===== config.mk =====
export PLATFORM = sky130hd
export DESIGN_NAME = offs_shift_unit
export DESIGN_NICKNAME = d
export VERILOG_FILES = /design/src/rtl/offs_shift_pkg.sv /design/src/rtl/offs_range_check.sv /design/src/rtl/offs_barrel.sv /design/src/rtl/offs_shift_unit.sv
export SDC_FILE = /design/constraint.sdc
export NUM_CORES = 1
export LEC_CHECK = 0
export CAP_MARGIN = 20
export CELL_PAD_IN_SITES_DETAIL_PLACEMENT = 0
export CELL_PAD_IN_SITES_GLOBAL_PLACEMENT = 1
export CORE_ASPECT_RATIO = 1.2
export CORE_UTILIZATION = 43
export DETAILED_ROUTE_END_ITERATION = 10
export PLACE_DENSITY = 0.83
export SLEW_MARGIN = 0
export SYNTH_ARGS = -nofsm -noshare
export SYNTH_HDL_FRONTEND = slang
export SYNTH_SLANG_ARGS = --single-unit

===== constraint.sdc =====
create_clock -name vclk -period 2.3
set_input_delay 0.23 -clock vclk [all_inputs]
set_output_delay 0.23 -clock vclk [all_outputs]
set_load 0.05 [all_outputs]

===== src/rtl/offs_shift_pkg.sv =====
// Package: shared encodings for the register offset shifter.
// Assumes a 3-bit shift code; codes above SK_RRX are undefined.
package offs_shift_pkg;

    typedef enum logic [2:0] {
        SK_LSL = 3'd0,
        SK_LSR = 3'd1,
        SK_ASR = 3'd2,
        SK_ROR = 3'd3,
        SK_RRX = 3'd4
    } shift_kind_e;

endpackage


===== src/rtl/offs_range_check.sv =====
// Module: offs_range_check
// Decides whether a shift request is legal: checks the shift code, the
// count against the range allowed for that code, and the register index
// against the program counter index. Purely combinational.
// Assumes DATA_W fits in AMT_W bits.
module offs_range_check
    import offs_shift_pkg::*;
#(
    parameter int DATA_W = 32,
    parameter int AMT_W  = 6,
    parameter int IDX_W  = 4,
    parameter int PC_IDX = 15
) (
    input  logic [2:0]       kind,
    input  logic [AMT_W-1:0] amt,
    input  logic [IDX_W-1:0] idx,
    output logic             fault
);

    localparam logic [AMT_W-1:0] AMT_FULL = AMT_W'(DATA_W);
    localparam logic [IDX_W-1:0] PC_CODE  = IDX_W'(PC_IDX);

    logic amt_ok;
    logic pc_hit;

    // Range test per shift code; undefined codes are never legal.
    always_comb begin
        case (kind)
            SK_LSL:  amt_ok = (amt < AMT_FULL);
            SK_LSR,
            SK_ASR:  amt_ok = (amt != '0) && (amt <= AMT_FULL);
            SK_ROR:  amt_ok = (amt != '0) && (amt < AMT_FULL);
            SK_RRX:  amt_ok = 1'b1;
            default: amt_ok = 1'b0;
        endcase
    end

    // Program counter may not supply the offset.
    always_comb pc_hit = (idx == PC_CODE);

    // Combined rejection flag.
    always_comb fault = pc_hit || !amt_ok;

endmodule


===== src/rtl/offs_barrel.sv =====
// Module: offs_barrel
// Shift core: produces the offset for every shift code without any
// legality test. The rotate uses a log-depth network of conditional
// stages; the linear shifts use the native shift operators, which give
// zero or sign fill for a count equal to DATA_W.
// Assumes DATA_W is a power of two and AMT_W > log2(DATA_W).
module offs_barrel
    import offs_shift_pkg::*;
#(
    parameter int DATA_W = 32,
    parameter int AMT_W  = 6
) (
    input  logic [DATA_W-1:0] data,
    input  logic [2:0]        kind,
    input  logic [AMT_W-1:0]  amt,
    input  logic              cin,
    output logic [DATA_W-1:0] res
);

    localparam int STAGES = $clog2(DATA_W);

    logic [DATA_W-1:0] rot_stage [STAGES+1];
    logic [DATA_W-1:0] lsl_v;
    logic [DATA_W-1:0] lsr_v;
    logic [DATA_W-1:0] asr_v;
    logic [DATA_W-1:0] rrx_v;

    assign rot_stage[0] = data;

    // One rotate stage per count bit, each moving by a power of two.
    for (genvar s = 0; s < STAGES; s++) begin : g_rot
        localparam int SH = 1 << s;
        always_comb
            rot_stage[s+1] = amt[s]
                ? {rot_stage[s][SH-1:0], rot_stage[s][DATA_W-1:SH]}
                : rot_stage[s];
    end

    // Linear shift results for the three shift codes.
    always_comb begin
        lsl_v = data << amt;
        lsr_v = data >> amt;
        asr_v = DATA_W'($signed(data) >>> amt);
        rrx_v = {cin, data[DATA_W-1:1]};
    end

    // Pick the result for the requested code.
    always_comb begin
        case (kind)
            SK_LSL:  res = lsl_v;
            SK_LSR:  res = lsr_v;
            SK_ASR:  res = asr_v;
            SK_ROR:  res = rot_stage[STAGES];
            SK_RRX:  res = rrx_v;
            default: res = '0;
        endcase
    end

endmodule


===== src/rtl/offs_shift_unit.sv =====
// Module: offs_shift_unit (top)
// Register offset shifter for the load/store address path. Combines the
// legality check with the shift core and zeroes the result on any error.
// Purely combinational; no clock or reset is needed.
module offs_shift_unit #(
    parameter int DATA_W = 32,
    parameter int AMT_W  = 6,
    parameter int IDX_W  = 4,
    parameter int PC_IDX = 15
) (
    input  logic [DATA_W-1:0] offset_val,
    input  logic [2:0]        shift_kind,
    input  logic [AMT_W-1:0]  shift_amt,
    input  logic              carry_in,
    input  logic [IDX_W-1:0]  rm_index,
    output logic [DATA_W-1:0] shifted,
    output logic              offs_fault
);

    logic [DATA_W-1:0] core_res;
    logic              chk_fault;

    offs_range_check #(
        .DATA_W (DATA_W),
        .AMT_W  (AMT_W),
        .IDX_W  (IDX_W),
        .PC_IDX (PC_IDX)
    ) range_i (
        .kind  (shift_kind),
        .amt   (shift_amt),
        .idx   (rm_index),
        .fault (chk_fault)
    );

    offs_barrel #(
        .DATA_W (DATA_W),
        .AMT_W  (AMT_W)
    ) core_i (
        .data (offset_val),
        .kind (shift_kind),
        .amt  (shift_amt),
        .cin  (carry_in),
        .res  (core_res)
    );

    // Gate the result to zero whenever the request is rejected.
    always_comb begin
        offs_fault = chk_fault;
        shifted    = chk_fault ? '0 : core_res;
    end

endmodule


==> reports/summary.txt, run 1 <==
status - did not finish
stage reached - 5_1_grt
Log Error - [ERROR GRT-0116] Global routing finished with congestion. Check the congestion regions in the DRC Viewer.
pin count of the biggest net entering global routing - 30
net count after synthesis - 910
number of I/O pins - 79
post-synthesis xor/xnor area fraction - 0.141%
share of the synthesized area in the top cell type - 13.6%
GPL Wtd Cong - 1.34
cell area after synthesis - 6190 µm²
Core Rows - 47
first-pass GRT wire length - 81700 µm
mux share of post-synthesis cell area - 33.8%
Post-Place Setup Slack - -826 ps
post-detail-place hpwl - 30600 µm
leading area contributor after synthesis - mux2i_1
Starting Density - 44.4%
Compound-Gate Fraction of Synth Area - 33.3%
combinational family with the most area after synthesis - multiplexers
register area share after synthesis - 0%
number of global-route vias before repair - 12546
syn_area_per_cell - 7.17 µm²
Cells after DPL - 1373
Die Ht - 133 µm
Synth Instances - 864
gr usage total - 73.2%
Placed Area - 10200 µm²
total grt overflow - 62
Post-Synth Adder-Cell Area - 0%
Ys Warns - 0
IO buf count - 79
Post-Synth Simple-Gate Area - 22.7%
library cells used by synthesis - 71
Synth area leaders - mux2i_1 (14%), mux4_2 (8.0%), nand2_1 (6.9%)
Die Wd - 112 µm
-- what timing repair did --
action	in CTS
hold buffers	0
cloned	7
setup buffers	57
pin swaps	81
resized for setup	454
endpoints found under the setup margin	33
-- kinds of logic after synthesis --
logic type,count (synthesis)
AOI/OAI and AO/OA,292
xor gates and xnor gates,1
buffers and inverters,116
muxes,156
and+or+nand+nor,299
-- stage by stage --
| stage | hold slack, ps | utilization [%] | TNS [ps] |
|---|---|---|---|
| after CTS | 1140 | 84.8 | -1110 |
| after detailed placement | 1320 | 73.2 | -18670 |
| after global placement | 1320 | 73.2 | -17050 |
| after floorplan | 823 | - | -1580 |
-- synth_stat cells, types with 4 or more instances --
library cell    n
nand2_1       114
buf_4           7
a21oi_1        45
nor2_1         58
nor2b_1        17
mux4_1         12
nand2b_1       17
o32ai_1         4
clkbuf_1       52
o211ai_1       22
a221o_1        12
or2_2           8
a311oi_1        7
a221oi_1       14
nand3_1        33
and3_1          9
o21ai_0        39
a211oi_1        9
a31oi_1        23
and2_1          5
a32oi_1         8
a2bb2oi_1       4
nor3_1         14
mux2_2         37
o221ai_1       12
nand3b_1        4
a41oi_1         5
o22ai_1        31
buf_2          25
mux4_2         22
buf_6          12
a21o_1          4
mux2i_1        84
inv_1           8
a22oi_1        25
buf_1           6
-- layer usage --
layer / GRT overflow / GRT usage [%]
met4: 33 / 75.4
met1: 0 / 72.8
met3: 0 / 56.6
met5: 0 / 17.3
met2: 29 / 91.3
==> inputs of run 2 (changes only) <==
--- a/config.mk
+++ b/config.mk
@@ -6,12 +6,9 @@
 export NUM_CORES = 1
 export LEC_CHECK = 0
 export CAP_MARGIN = 20
-export CELL_PAD_IN_SITES_DETAIL_PLACEMENT = 0
-export CELL_PAD_IN_SITES_GLOBAL_PLACEMENT = 1
-export CORE_ASPECT_RATIO = 1.2
-export CORE_UTILIZATION = 43
+export CORE_UTILIZATION = 35
 export DETAILED_ROUTE_END_ITERATION = 10
-export PLACE_DENSITY = 0.83
+export PLACE_DENSITY_LB_ADDON = 0.15
 export SLEW_MARGIN = 0
 export SYNTH_ARGS = -nofsm -noshare
 export SYNTH_HDL_FRONTEND = slang
==> reports/summary.txt, run 2 <==
gr usage total - 51.1%
Seq pwr share - 0%
Starting Density - 35.8% (-8.6 points)
Setup crit end kind - primary output
Max-Cap Viols - 0
setup TNS - -5110 ps
failing checks - setup timing
max incr delay on CP - 540 ps
unrepaired setup endpoints after global routing - yes
Worst Hold Class - in -> out
first-pass GRT wire length - 67600 µm
highest ir drop seen on vdd - 196 µV
vias per inst - 6.93
CP Launch Type - input port
final worst slack - -294 ps
cell area after synthesis - 6190 µm² (unchanged)
fin crit period - 2590 ps
Synth Instances - 864 (unchanged)
critical-path cell list - buf_16, buf_12, buf_12, mux2i_4, buf_6, nand2_1, o21ai_1, o311ai_0, nor4_2, buf_4, a21oi_4, buf_6
max-slew violations - 0
status - complete, but fails checks
post-detail-place hpwl - 35700 µm (+17%)
post-synthesis xor/xnor area fraction - 0.141% (unchanged)
Die Wd - 135 µm (+21%)
share of the synthesized area in the top cell type - 13.6% (unchanged)
switching power - 1.79 mW
DRC violation count after routing - 0
Net Sw Frac - 53.5%
library cells used by synthesis - 71 (unchanged)
power share of the combinational group - 100.0%
final hold vios - 0
Final setup viols - 32
mux share of post-synthesis cell area - 33.8% (unchanged)
Rel. slew slack - 48.8%
Clock Power Share - 0%
number of I/O pins - 79 (unchanged)
Reg area - 0 µm²
Max stage delay cell, worst path - o311ai_0
maximum clock frequency - 0.386 GHz
FFs & Latches - 0
combinational family with the most area after synthesis - multiplexers
hold_buf cts - 0 (unchanged)
via count - 10716
CLK BUF - 0
Power per Cell Area - 260 nW/µm²
DRT Pass-1 Iters - 6
final wirelength - 47300 µm
Ys Warns - 0 (unchanged)
Area Growth Syn to Fin - 107%
Avg WL per Cell - 30.6 µm
cell internal pwr - 1.56 mW
CP max FO - 8
Compound-Gate Fraction of Synth Area - 33.3% (unchanged)
GPL Wtd Cong - 1.08 (-19%)
antenna violations before repair - 1
leading area contributor after synthesis - mux2i_1
critical path type - in -> out
final hold slack - 1250 ps
Core Area - 17300 µm²
most frequent cells in the layout - buf_4 (395), nand2_1 (100), buf_6 (77)
Post-Place Setup Slack - -862 ps (-36.0 ps)
pin count of the biggest net entering global routing - 22
Routed Antenna Nets - 0
register area share after synthesis - 0% (unchanged)
IO buf count - 79 (unchanged)
LEAKAGE - 5.31 nW
buffer and inverter count on the worst path - 6
commonest non-fill, non-tap cell in the layout - buf_4
Crit path arrival time - 2360 ps
count leader, synth - nand2_1
CP required - 2070 ps
fin nets - 1369
Post-Synth Simple-Gate Area - 22.7% (unchanged)
top post-synthesis cells by count - nand2_1 (114), mux2i_1 (84), nor2_1 (58)
DRT iter0 DRCs - 1608
number of global-route vias before repair - 10182
measured slew at the worst slew-check pin - 768 ps
Crit path max-delay family - buffers and inverters
Core Rows - 48 (+2.1%)
net count after synthesis - 910 (unchanged)
Die Ht - 135 µm (+1.2%)
Post-Synth Adder-Cell Area - 0% (unchanged)
Tcrit/Tclk final - 113%
total grt overflow - 0
share of cells above drive strength 1 - 64.8%
syn_area_per_cell - 7.17 µm² (unchanged)
Synth area leaders - mux2i_1 (14%), mux4_2 (8.0%), nand2_1 (6.9%)
DIE AREA - 18200 µm²
[run 2: cell counts after synthesis]
Identical to the previous run, type by type.
[run 2: through the flow]
step                area, µm²  power (mW)  std cells  utilization [%]
CTS                     12500        3.09       1542             72.2
finish                  12800        3.34       1547             74.2
global route            12800        3.39       1546             74.2
floorplan                6620        1.24        864                -
detailed placement      10500        2.55       1484             60.6
global placement        10500        2.56       1484             60.6
[run 2: final timing paths]
check                 cells past startpoint           to      startpoint  slack (ps)
worst max-delay path                     12  shifted[27]    shift_amt[0]        -290
worst min-delay path                      5  shifted[19]  offset_val[20]        1250
[run 2: power by group through the flow]
stage	sequential, mW	combinational [mW]	clock, mW
2_1_floorplan	0	1.24	0
3_3_place_gp	0	2.56	0
3_5_place_dp	0	2.55	0
4_1_cts	0	3.09	0
5_1_grt	0	3.39	0
6_report	0	3.34	0.00000000541
[run 2: routing by layer]
metal  up-vias  global-route usage (%)  part of all wire (%)
met5         -                       0                     0
met2      1049                    75.2                    41
met3       276                    13.5                    14
met4         0                    31.0                   8.1
li1       4314                       -                     -
met1      5077                    66.3                    37
[run 2: repair_timing]
action,in CTS,in global routing
endpoints found under the setup margin,33,32
cloned,10,0
buffers inserted,54,4
resized for setup,500,57
pin swaps,98,21
[run 2: cell families after synthesis]
kind of cell    count (synthesis)
mux                           156
xor+xnor                        1
simple gates                  299
compound gates                292
buf+inv                       116
[run 2: area by class of cell]
class                      instances  area [µm²]
fill                            1267        4460
inverter                           9        36.3
antenna                            1        2.50
timing repair buffer             564        5190
tap                              225         282
multi-input combinational        748        7330
(Power assumes the default switching activity.)
